$ cat config.mk
export PLATFORM = sky130hd
export DESIGN_NAME = timer_flag_reg
export DESIGN_NICKNAME = d
export VERILOG_FILES = /design/src/rtl/timer_flag_pkg.sv /design/src/rtl/cmp_match_fsm.sv /design/src/rtl/flag_cell.sv /design/src/rtl/timer_flag_reg.sv
export SDC_FILE = /design/constraint.sdc
export NUM_CORES = 1
export LEC_CHECK = 0
export BUFFER_PORTS_ARGS = -buffer_cell sky130_fd_sc_hd__buf_2
export CORE_UTILIZATION = 36
export CTS_CLUSTER_DIAMETER = 30
export DETAILED_ROUTE_END_ITERATION = 7
export GPL_ROUTABILITY_DRIVEN = 0
export PLACE_DENSITY_LB_ADDON = 0.05
export REMOVE_ABC_BUFFERS = 1
export SLEW_MARGIN = 20
export SYNTH_ARGS = -nofsm -noshare
export SYNTH_HDL_FRONTEND = slang
export SYNTH_HIERARCHICAL = 1
export SYNTH_SLANG_ARGS = --single-unit
$ cat constraint.sdc
create_clock -name clk -period 1.1 [get_ports clk]
set_input_delay 0.055 -clock clk [delete_from_list [all_inputs] [get_ports clk]]
set_output_delay 0.055 -clock clk [all_outputs]
set_load 0.05 [all_outputs]
$ cat src/rtl/timer_flag_pkg.sv
package timer_flag_pkg;
    // flag positions in the acknowledge / request vectors
    localparam int FI_OVF = 0;
    localparam int FI_CMPA = 1;
    localparam int FI_CMPB = 2;
    localparam int FI_CAP = 3;
    localparam int NUM_FLAGS = 4;

    // bit positions in the 8-bit register image
    localparam int RB_OVF = 0;
    localparam int RB_CMPA = 1;
    localparam int RB_CMPB = 2;
    localparam int RB_CAP = 5;
    localparam int REG_W = 8;

    typedef enum logic {
        CMP_IDLE = 1'b0,
        CMP_ARMED = 1'b1
    } cmp_state_t;

    typedef enum logic {
        FLAG_CLEAR = 1'b0,
        FLAG_SET = 1'b1
    } flag_state_t;
endpackage

$ cat src/rtl/cmp_match_fsm.sv
module cmp_match_fsm
    import timer_flag_pkg::*;
#(
    parameter int W = 16
) (
    input  logic         clk,
    input  logic         rst_n,
    input  logic         tick,
    input  logic [W-1:0] count,
    input  logic [W-1:0] cmp_val,
    output logic         set_o
);
    cmp_state_t state_q, state_d;
    logic       eq;

    assign eq = (count == cmp_val);

    always_ff @(posedge clk or negedge rst_n) begin
        if (!rst_n) state_q <= CMP_IDLE;
        else        state_q <= state_d;
    end

    always_comb begin
        state_d = state_q;
        unique case (state_q)
            CMP_IDLE:  if (tick && eq) state_d = CMP_ARMED;
            CMP_ARMED: if (tick) state_d = eq ? CMP_ARMED : CMP_IDLE;
            default:   state_d = CMP_IDLE;
        endcase
    end

    always_comb begin
        set_o = 1'b0;
        unique case (state_q)
            CMP_IDLE:  set_o = 1'b0;
            CMP_ARMED: set_o = tick;
            default:   set_o = 1'b0;
        endcase
    end


    eq_cycle_no_set_chk: assert property (@(posedge clk) disable iff (!rst_n)
        (state_q == CMP_IDLE) |-> !set_o);
endmodule

$ cat src/rtl/flag_cell.sv
module flag_cell
    import timer_flag_pkg::*;
(
    input  logic clk,
    input  logic rst_n,
    input  logic set_i,
    input  logic clr_i,
    output logic flag_o
);
    flag_state_t state_q, state_d;

    always_ff @(posedge clk or negedge rst_n) begin
        if (!rst_n) state_q <= FLAG_CLEAR;
        else        state_q <= state_d;
    end

    always_comb begin
        state_d = state_q;
        unique case (state_q)
            FLAG_CLEAR: if (set_i) state_d = FLAG_SET;
            FLAG_SET:   if (clr_i && !set_i) state_d = FLAG_CLEAR;
            default:    state_d = FLAG_CLEAR;
        endcase
    end

    always_comb begin
        flag_o = 1'b0;
        unique case (state_q)
            FLAG_CLEAR: flag_o = 1'b0;
            FLAG_SET:   flag_o = 1'b1;
            default:    flag_o = 1'b0;
        endcase
    end


    set_wins_chk: assert property (@(posedge clk) disable iff (!rst_n)
        set_i |=> flag_o);


    clear_takes_chk: assert property (@(posedge clk) disable iff (!rst_n)
        (clr_i && !set_i) |=> !flag_o);


    hold_without_event_chk: assert property (@(posedge clk) disable iff (!rst_n)
        (!clr_i && !set_i) |=> (flag_o == $past(flag_o)));
endmodule

$ cat src/rtl/timer_flag_reg.sv
module timer_flag_reg
    import timer_flag_pkg::*;
#(
    parameter int W = 16
) (
    input  logic                 clk,
    input  logic                 rst_n,
    input  logic                 tick,
    input  logic [W-1:0]         count,
    input  logic [W-1:0]         cmp_a,
    input  logic [W-1:0]         cmp_b,
    input  logic [W-1:0]         cap_value,
    input  logic                 top_is_cap,
    input  logic                 cap_evt,
    input  logic                 ovf_evt,
    input  logic                 force_a,
    input  logic                 force_b,
    input  logic [NUM_FLAGS-1:0] ack,
    input  logic                 wr_en,
    input  logic [REG_W-1:0]     wr_data,
    input  logic [NUM_FLAGS-1:0] irq_mask,
    output logic [REG_W-1:0]     flags,
    output logic [NUM_FLAGS-1:0] irq
);
    logic [NUM_FLAGS-1:0] set_vec;
    logic [NUM_FLAGS-1:0] clr_vec;
    logic [NUM_FLAGS-1:0] wr_clr;
    logic [NUM_FLAGS-1:0] flag_vec;
    logic [1:0]           cmp_set;
    logic [W-1:0]         cmp_vals [2];
    logic                 cap_src;
    logic                 unused_inputs;

    assign cmp_vals[0] = cmp_a;
    assign cmp_vals[1] = cmp_b;

    // force strobes and reserved write bits deliberately reach no flag
    assign unused_inputs = ^{force_a, force_b, wr_data[7:6], wr_data[4:3]};

    genvar gc;
    generate
        for (gc = 0; gc < 2; gc++) begin : g_cmp
            cmp_match_fsm #(.W(W)) u_cmp (
                .clk     (clk),
                .rst_n   (rst_n),
                .tick    (tick),
                .count   (count),
                .cmp_val (cmp_vals[gc]),
                .set_o   (cmp_set[gc])
            );
        end
    endgenerate

    assign cap_src = top_is_cap ? (count == cap_value) : cap_evt;

    always_comb begin
        set_vec          = '0;
        set_vec[FI_OVF]  = tick && ovf_evt;
        set_vec[FI_CMPA] = cmp_set[0];
        set_vec[FI_CMPB] = cmp_set[1];
        set_vec[FI_CAP]  = tick && cap_src;
    end

    always_comb begin
        wr_clr          = '0;
        wr_clr[FI_OVF]  = wr_data[RB_OVF];
        wr_clr[FI_CMPA] = wr_data[RB_CMPA];
        wr_clr[FI_CMPB] = wr_data[RB_CMPB];
        wr_clr[FI_CAP]  = wr_data[RB_CAP];
        if (!wr_en) wr_clr = '0;
    end

    assign clr_vec = ack | wr_clr;

    genvar gf;
    generate
        for (gf = 0; gf < NUM_FLAGS; gf++) begin : g_flag
            flag_cell u_flag (
                .clk    (clk),
                .rst_n  (rst_n),
                .set_i  (set_vec[gf]),
                .clr_i  (clr_vec[gf]),
                .flag_o (flag_vec[gf])
            );
        end
    endgenerate

    always_comb begin
        flags          = '0;
        flags[RB_OVF]  = flag_vec[FI_OVF];
        flags[RB_CMPA] = flag_vec[FI_CMPA];
        flags[RB_CMPB] = flag_vec[FI_CMPB];
        flags[RB_CAP]  = flag_vec[FI_CAP];
    end

    assign irq = flag_vec & irq_mask;


    no_set_without_tick_chk: assert property (@(posedge clk) disable iff (!rst_n)
        !tick |=> ((flags & ~$past(flags)) == '0));


    force_no_set_chk: assert property (@(posedge clk) disable iff (!rst_n)
        (force_a && !cmp_set[0] && !flag_vec[FI_CMPA]) |=> !flag_vec[FI_CMPA]);


    cap_top_ignores_strobe_chk: assert property (@(posedge clk) disable iff (!rst_n)
        (top_is_cap && (count != cap_value) && !flag_vec[FI_CAP]) |=> !flag_vec[FI_CAP]);
endmodule

======== Yosys cells after proc, flatten, opt, wreduce, memory -nomap -nowiden ========
Index checks and enable logic that the tools add are counted.
word-level totals
  register bits ........................... 6
  latch bits .............................. 0
  bits in writable memories ............... 0
  bits in read-only memories .............. 0
  output and inout bits ................... 12
  memories ................................ 0
cells by class
  $add $sub $neg .......................... 0
  multipliers ............................. 0
  divide/modulo/power cells ............... 0
  magnitude comparators ................... 0
  eq/ne operators ......................... 3
  shift-type cells ........................ 0
  multiplexer cells ....................... 28
  bitwise operators ....................... 8
  reductions and logical operators ........ 12
operator list
  operator                            count
  equality test 16 bit                3
  one-hot mux 1 bit (2 select lines)  12
  2-to-1 mux 1 bit                    15
  logical AND 1 bit                   8
  inverter 1 bit                      6
  bitwise AND 4 bit                   1
  zero test 1 bit                     4
  2-to-1 mux 4 bit                    1
  OR 4 bit                            1

======== Longest topological paths before layout ========
Gate-level depths: netlist of run 1.
  word-level depth ........................ 7
  depth in mapped cells ................... 5
  depth with buffers taken out ............ 5

======== By module ========
Netlist of run 1, hierarchy kept.
by module, submodules not included
  module          instances  cells an instance  area an instance (um2)  seq. area each (um2)
  cmp_match_fsm   2          24                 214.0                   25.0
  timer_flag_reg  1          38                 287.8                   0.0
  flag_cell       4          3                  36.3                    25.0

======== Worst setup path before layout of run 1 ========
OpenSTA, ideal clock, no wires.
  kind .................................... register -> output
  start ................................... register g_flag[0].u_flag.state_q
  end ..................................... output port irq[0]
  arrival ................................. 1.117 ns
  data required time ...................... 1.045 ns
  path slack .............................. -0.072 ns
  cell stages (with the launch flop) ...... 2
  path buffers ............................ 0
  path through ............................ dfrtp_1 and2_1
on the way
  word-level cells in the longest chain between the ends .. 3
RTL lines
  what                                  RTL line              source
  from (decl)                           flag_cell.sv:10       flag_state_t state_q, state_d;
  from (signal assigned)                flag_cell.sv:14       else state_q <= state_d;
  inverter 1 bit                        flag_cell.sv:28       unique case (state_q)
  one-hot mux 1 bit (2 select lines) *  flag_cell.sv:28
  bitwise AND 4 bit *                   timer_flag_reg.sv:96  assign irq = flag_vec & irq_mask;
  to (decl)                             timer_flag_reg.sv:23  output logic [NUM_FLAGS-1:0] irq
Every way passes the cells marked *; elsewhere a longest branch is shown, timed or not.

======== Worst setup path after layout of run 1 ========
  start ................................... register g_flag[3].u_flag.state_q
  end ..................................... output port irq[3]
on the way
  word-level cells in the longest chain between the ends .. 3
RTL lines
  what                                  RTL line
  from (decl)                           flag_cell.sv:10
  from (signal assigned)                flag_cell.sv:14
  inverter 1 bit                        flag_cell.sv:28
  one-hot mux 1 bit (2 select lines) *  flag_cell.sv:28
  bitwise AND 4 bit *                   timer_flag_reg.sv:96
Marked as above.

==> results of run 1 <==
logic make-up (layout without fill, tap and decap cells):
logic type | count (synthesis) | count (layout) | share of synthesized area
AOI/OAI and AO/OA | 9 | 9 | 0.0843
and+or+nand+nor | 24 | 24 | 0.170
muxes | 2 | 2 | 0.0262
other | 1 | 4 | 0.00436
xor gates and xnor gates | 48 | 48 | 0.488
buffers and inverters | 8 | 109 | 0.0523
DFF | 6 | 6 | 0.174
how the worst max path moves through the flow:
stage                              from                        to  cells after the start
2_1_floorplan  g_flag[0].u_flag/state_q                    irq[0]                      1
3_3_place_gp              cap_value[11]  g_flag[3].u_flag/state_q                      6
3_5_place_dp              cap_value[11]  g_flag[3].u_flag/state_q                      6
4_1_cts        g_flag[3].u_flag/state_q                    irq[3]                      2
5_1_grt        g_flag[3].u_flag/state_q                    irq[3]                      2
6_report       g_flag[3].u_flag/state_q                    irq[3]                      2
cells in the mapped netlist:
cell type  instances  area [um^2]
nand4_1           11         68.8
nand2_1            1         3.75
xnor2_1           48          420
nor4_1             2         12.5
and2_1             7         43.8
conb_1             1         3.75
mux2_2             2         22.5
nand3_1            2         10.0
buf_4              4         30.0
inv_1              4         15.0
dfrtp_1            6          150
or4_1              1         7.51
o22ai_2            1         12.5
a21o_1             8         60.1
power breakdown:
| group | total (mW) | internal (mW) | switching [mW] |
|---|---|---|---|
| combinational | 0.518 | 0.278 | 0.240 |
| sequential | 0.231 | 0.227 | 0.00383 |
| clock | 0.193 | 0.123 | 0.0701 |
| total | 0.942 | 0.628 | 0.314 |
critical path, delay by kind of cell (launching register included):
| family | cells | cell delay [ns] |
|---|---|---|
| buffers and inverters | 1 | 0.20 |
| AND/OR/NAND/NOR | 1 | 0.16 |
| flip-flops | 1 | 0.39 |
routing by layer:
layer / GRT usage / wire, um
met1: 0.227 / 936
met3: 0.0268 / 155
met5: 0 / 0
met2: 0.384 / 1290
met4: 0.0787 / 13
cell type report:
| cell class | instances | area, um^2 | area share |
|---|---|---|---|
| multi-input combinational | 87 | 684 | 0.472 |
| timing repair buffer | 102 | 543 | 0.374 |
| sequential | 6 | 150 | 0.104 |
| tap | 28 | 35.0 | 0.0242 |
| clock buffer | 3 | 22.5 | 0.0155 |
| inverter | 4 | 15.0 | 0.0104 |
through the flow:
stage | power (mW) | std cells | util | area [um^2] | setup WS, ns
6_report | 0.942 | 230 | 0.649 | 1450 | 0.0617
5_1_grt | 1.02 | 230 | 0.649 | 1450 | 0.0154
4_1_cts | 0.952 | 230 | 0.646 | 1440 | 0.0477
3_5_place_dp | 0.750 | 226 | 0.631 | 1410 | -0.177
3_3_place_gp | 0.737 | 226 | 0.631 | 1410 | -0.128
2_1_floorplan | 0.489 | 97 | - | 842 | -0.0721
what timing repair did:
item,4_1_cts,5_1_grt
setup buffers,0,0
resized for setup,0,1
hold buffers,1,0
endpoints found under the setup margin,0,1
endpoints found under the hold margin,6,0
==> metrics, run 1 <==
Mapped Cells 98; vias in the first global route 1021; TritonCTS Buffers 3; WP data required 1.04 ns; Syn Area/Cell 8.78 um^2; status complete, no violations; final wirelength 2400 um; vias 1034; CP Class flop to output port; most common cell after layout, fill and taps aside buf_2; CTS tree done; Tmin final 1.04 ns; Slowest-stage cell, CP dfrtp_1; I/O Buffers 90; cells along the critical path and2_1, buf_2; Final nets 293; Setup-failing EPs final 0; CTS clk-pin slew, worst paths 0.04 ns; reg-to-reg slack, setup 0.33 ns; max incr delay on CP 0.39 ns; drt via density 4.50; IO Pins 101; P&R area growth vs syn 68.5%; drt wl/cell 10.4 um; setup_tns 0 ns; length in cells of the worst reg-to-reg path 2; WHS Path Cells 3; number of inserted diodes 0; first-pass GRT wire length 4030 um; DR iter-0 viols 12; Max Cap Viol 0; Mapped Area 861 um^2; CP startpoint kind flop; fmax 0.963 GHz; CTS sink count 6; Clock Tree Buf Depth 2; synth unique cells 14; clk root buf clkbuf_4; die height 50.9 um; share of layout cells above drive strength 1 0.535; crit path capture type output port; initial antenna violation count 0; Critical Path Fanout Max 3; total die area 2590 um^2; drt pass-1 iters 4; Final Skew 0.000730 ns; Power Density 650 nW/um^2; fillers 218; synthesized flop and latch total 6; Hold EP g_flag[0].u_flag/state_q; die width 50.9 um; area of the core 2230 um^2; initial core utilization 0.385; row count 17; Skew-Pair Late Insertion Delay 0.24 ns; Worst Hold Class input pin to flop; final hold slack 0.106 ns; maximum VDD drop 384 uV; Ys Warns 6; Final Max Tran Viols 0; worst hold path startpoint ovf_evt; reg2reg end g_flag[1].u_flag/state_q; DRC Markers 0; worst path arrival time 0.98 ns; Post-DRT Antenna Nets 0; fin crit share 0.944; Seq/Total Area, Yosys 0.174; most frequent cells in the layout buf_2 (90), xnor2_1 (47), nand4_1 (11), buf_4 (11), a21o_1 (8); RSZ-0062 raised after global routing false; GRT Overall Usage 0.204; Fin. Hold Viols 0; CTS H-tree lvls 1; pin count of the biggest net entering global routing 7; final global-route overflow total 0; Leakage Power 0.769 nW
Power figures use the tool's default switching activity.
==> run 2: changes to the inputs <==
Settings changed: CAP_MARGIN from default to 10, CORE_MARGIN from default to 2.
==> metrics, run 2 (synthesized netlist as in run 1, its figures left out) <==
Tmin final 1.06 ns (+0.0228 ns); final hold slack 0.0957 ns (-0.0104 ns); CTS sink count 6 (unchanged); DRC Markers 0 (unchanged); most frequent cells in the layout buf_2 (88), xnor2_1 (48), buf_4 (12), nand4_1 (11), a21o_1 (8); Power Density 659 nW/um^2 (+1.5%); RSZ-0062 raised after global routing false; drt wl/cell 11.1 um (+6.8%); Final Skew 0.00613 ns (+0.00540 ns); worst path arrival time 1.01 ns (+0.03 ns); design area 1450 um^2 (-0.17%); final wirelength 2560 um (+6.8%); fin crit share 0.965 (+0.0207); die height 52.9 um (+3.9%); TritonCTS Buffers 3 (unchanged); Worst Hold Class input pin to flop; initial core utilization 0.385 (unchanged); length in cells of the worst reg-to-reg path 2 (unchanged); crit path capture type output port; maximum VDD drop 351 uV (-8.6%); GRT Overall Usage 0.189 (-0.0150); CTS clk-pin slew, worst paths 0.05 ns (about the same); pin count of the biggest net entering global routing 7 (unchanged); DR iter-0 viols 4 (-8); CTS tree done; Core Util, Final 0.648 (-0.00112); Max Cap Viol 0 (unchanged); die width 52.9 um (+3.9%); # Post-CTS Setup Buffers 0 (unchanged); drt via density 4.57 (+1.7%); Final nets 293 (unchanged); vias in the first global route 958 (-6.2%); reg-to-reg slack, setup 0.34 ns (about the same); setup_tns 0 ns (unchanged); share of layout cells above drive strength 1 0.530 (-0.00495); Power Total 954 uW (+1.3%); Clock Tree Buf Depth 2 (unchanged); CP Class flop to output port; number of inserted diodes 0 (unchanged); area of the core 2230 um^2 (unchanged); Setup-failing EPs final 0 (unchanged); placed cell area 1410 um^2 (unchanged); initial antenna violation count 0 (unchanged); row count 17 (unchanged); IO Pins 101 (unchanged); drt pass-1 iters 2 (-2); Post-DRT Antenna Nets 0 (unchanged); WHS Path Cells 3 (unchanged); Fin. Hold Viols 0 (unchanged); status complete, no violations; I/O Buffers 90 (unchanged); CTS H-tree lvls 1 (unchanged); P&R area growth vs syn 68.2%; Leakage Power 0.763 nW (-0.81%); first-pass GRT wire length 3770 um (-6.5%); Final Max Tran Viols 0 (unchanged); Hold EP g_flag[0].u_flag/state_q; total die area 2800 um^2 (+8.0%); worst hold path startpoint ovf_evt; most common cell after layout, fill and taps aside buf_2; vias 1052 (+1.7%); Critical Path Fanout Max 3 (unchanged); reg2reg end g_flag[2].u_flag/state_q; fillers 197 (-9.6%); WP data required 1.04 ns (about the same); Skew-Pair Late Insertion Delay 0.25 ns (about the same); fmax 0.942 GHz (-2.1%); CP startpoint kind flop; clk root buf clkbuf_4; final global-route overflow total 0 (unchanged)
-- run 2: timing repair --
| item | in CTS | in global routing |
|---|---|---|
| setup endpoints to repair | 0 | 2 |
| gates resized for setup | 0 | 3 |
| hold buffers | 1 | 0 |
| endpoints found under the hold margin | 6 | 0 |
-- run 2: routing by layer --
metal,global-route usage,part of all wire,routed length [um]
met4,0.103,0.020,51
met1,0.207,0.35,901
met3,0.0339,0.097,249
met2,0.340,0.53,1360
met5,0,0,0
-- run 2: critical path, cell delays in order (launching register included) --
cell and delay (ns):
dfrtp_1 0.39, and2_1 0.16, clkbuf_4 0.20
-- run 2: power by group --
| part | leakage, nW | internal [mW] | total, mW | switching, mW |
|---|---|---|---|---|
| sequential | 0.0815 | 0.227 | 0.231 | 0.00375 |
| clock | 0.0138 | 0.124 | 0.206 | 0.0826 |
| combinational | 0.668 | 0.276 | 0.517 | 0.241 |
-- run 2: layout make-up --
type                            count  area, um^2  share of cell area
Multi-Input combinational cell     87         677               0.468
Timing Repair Buffer              102         548               0.379
Sequential cell                     6         150               0.104
Tap cell                           28        35.0              0.0242
Clock buffer                        3        22.5              0.0156
Inverter                            4        15.0              0.0104
-- run 2: worst max path at each step --
stage / startpoint / endpoint / slack (ns)
finish: g_flag[3].u_flag/state_q / irq[3] / 0.04
CTS: g_flag[3].u_flag/state_q / irq[3] / 0.03
global route: g_flag[3].u_flag/state_q / irq[3] / 0.0001
floorplan: g_flag[0].u_flag/state_q / irq[0] / -0.07
detailed placement: count[11] / g_flag[3].u_flag/state_q / -0.17
global placement: cap_value[11] / g_flag[3].u_flag/state_q / -0.13
-- run 2: per-stage QoR --
stage,instances,setup WS [ns]
after floorplan,97,-0.0721
after global placement,226,-0.131
after detailed placement,226,-0.174
after CTS,230,0.0263
after global routing,230,0.000107
final,230,0.0389
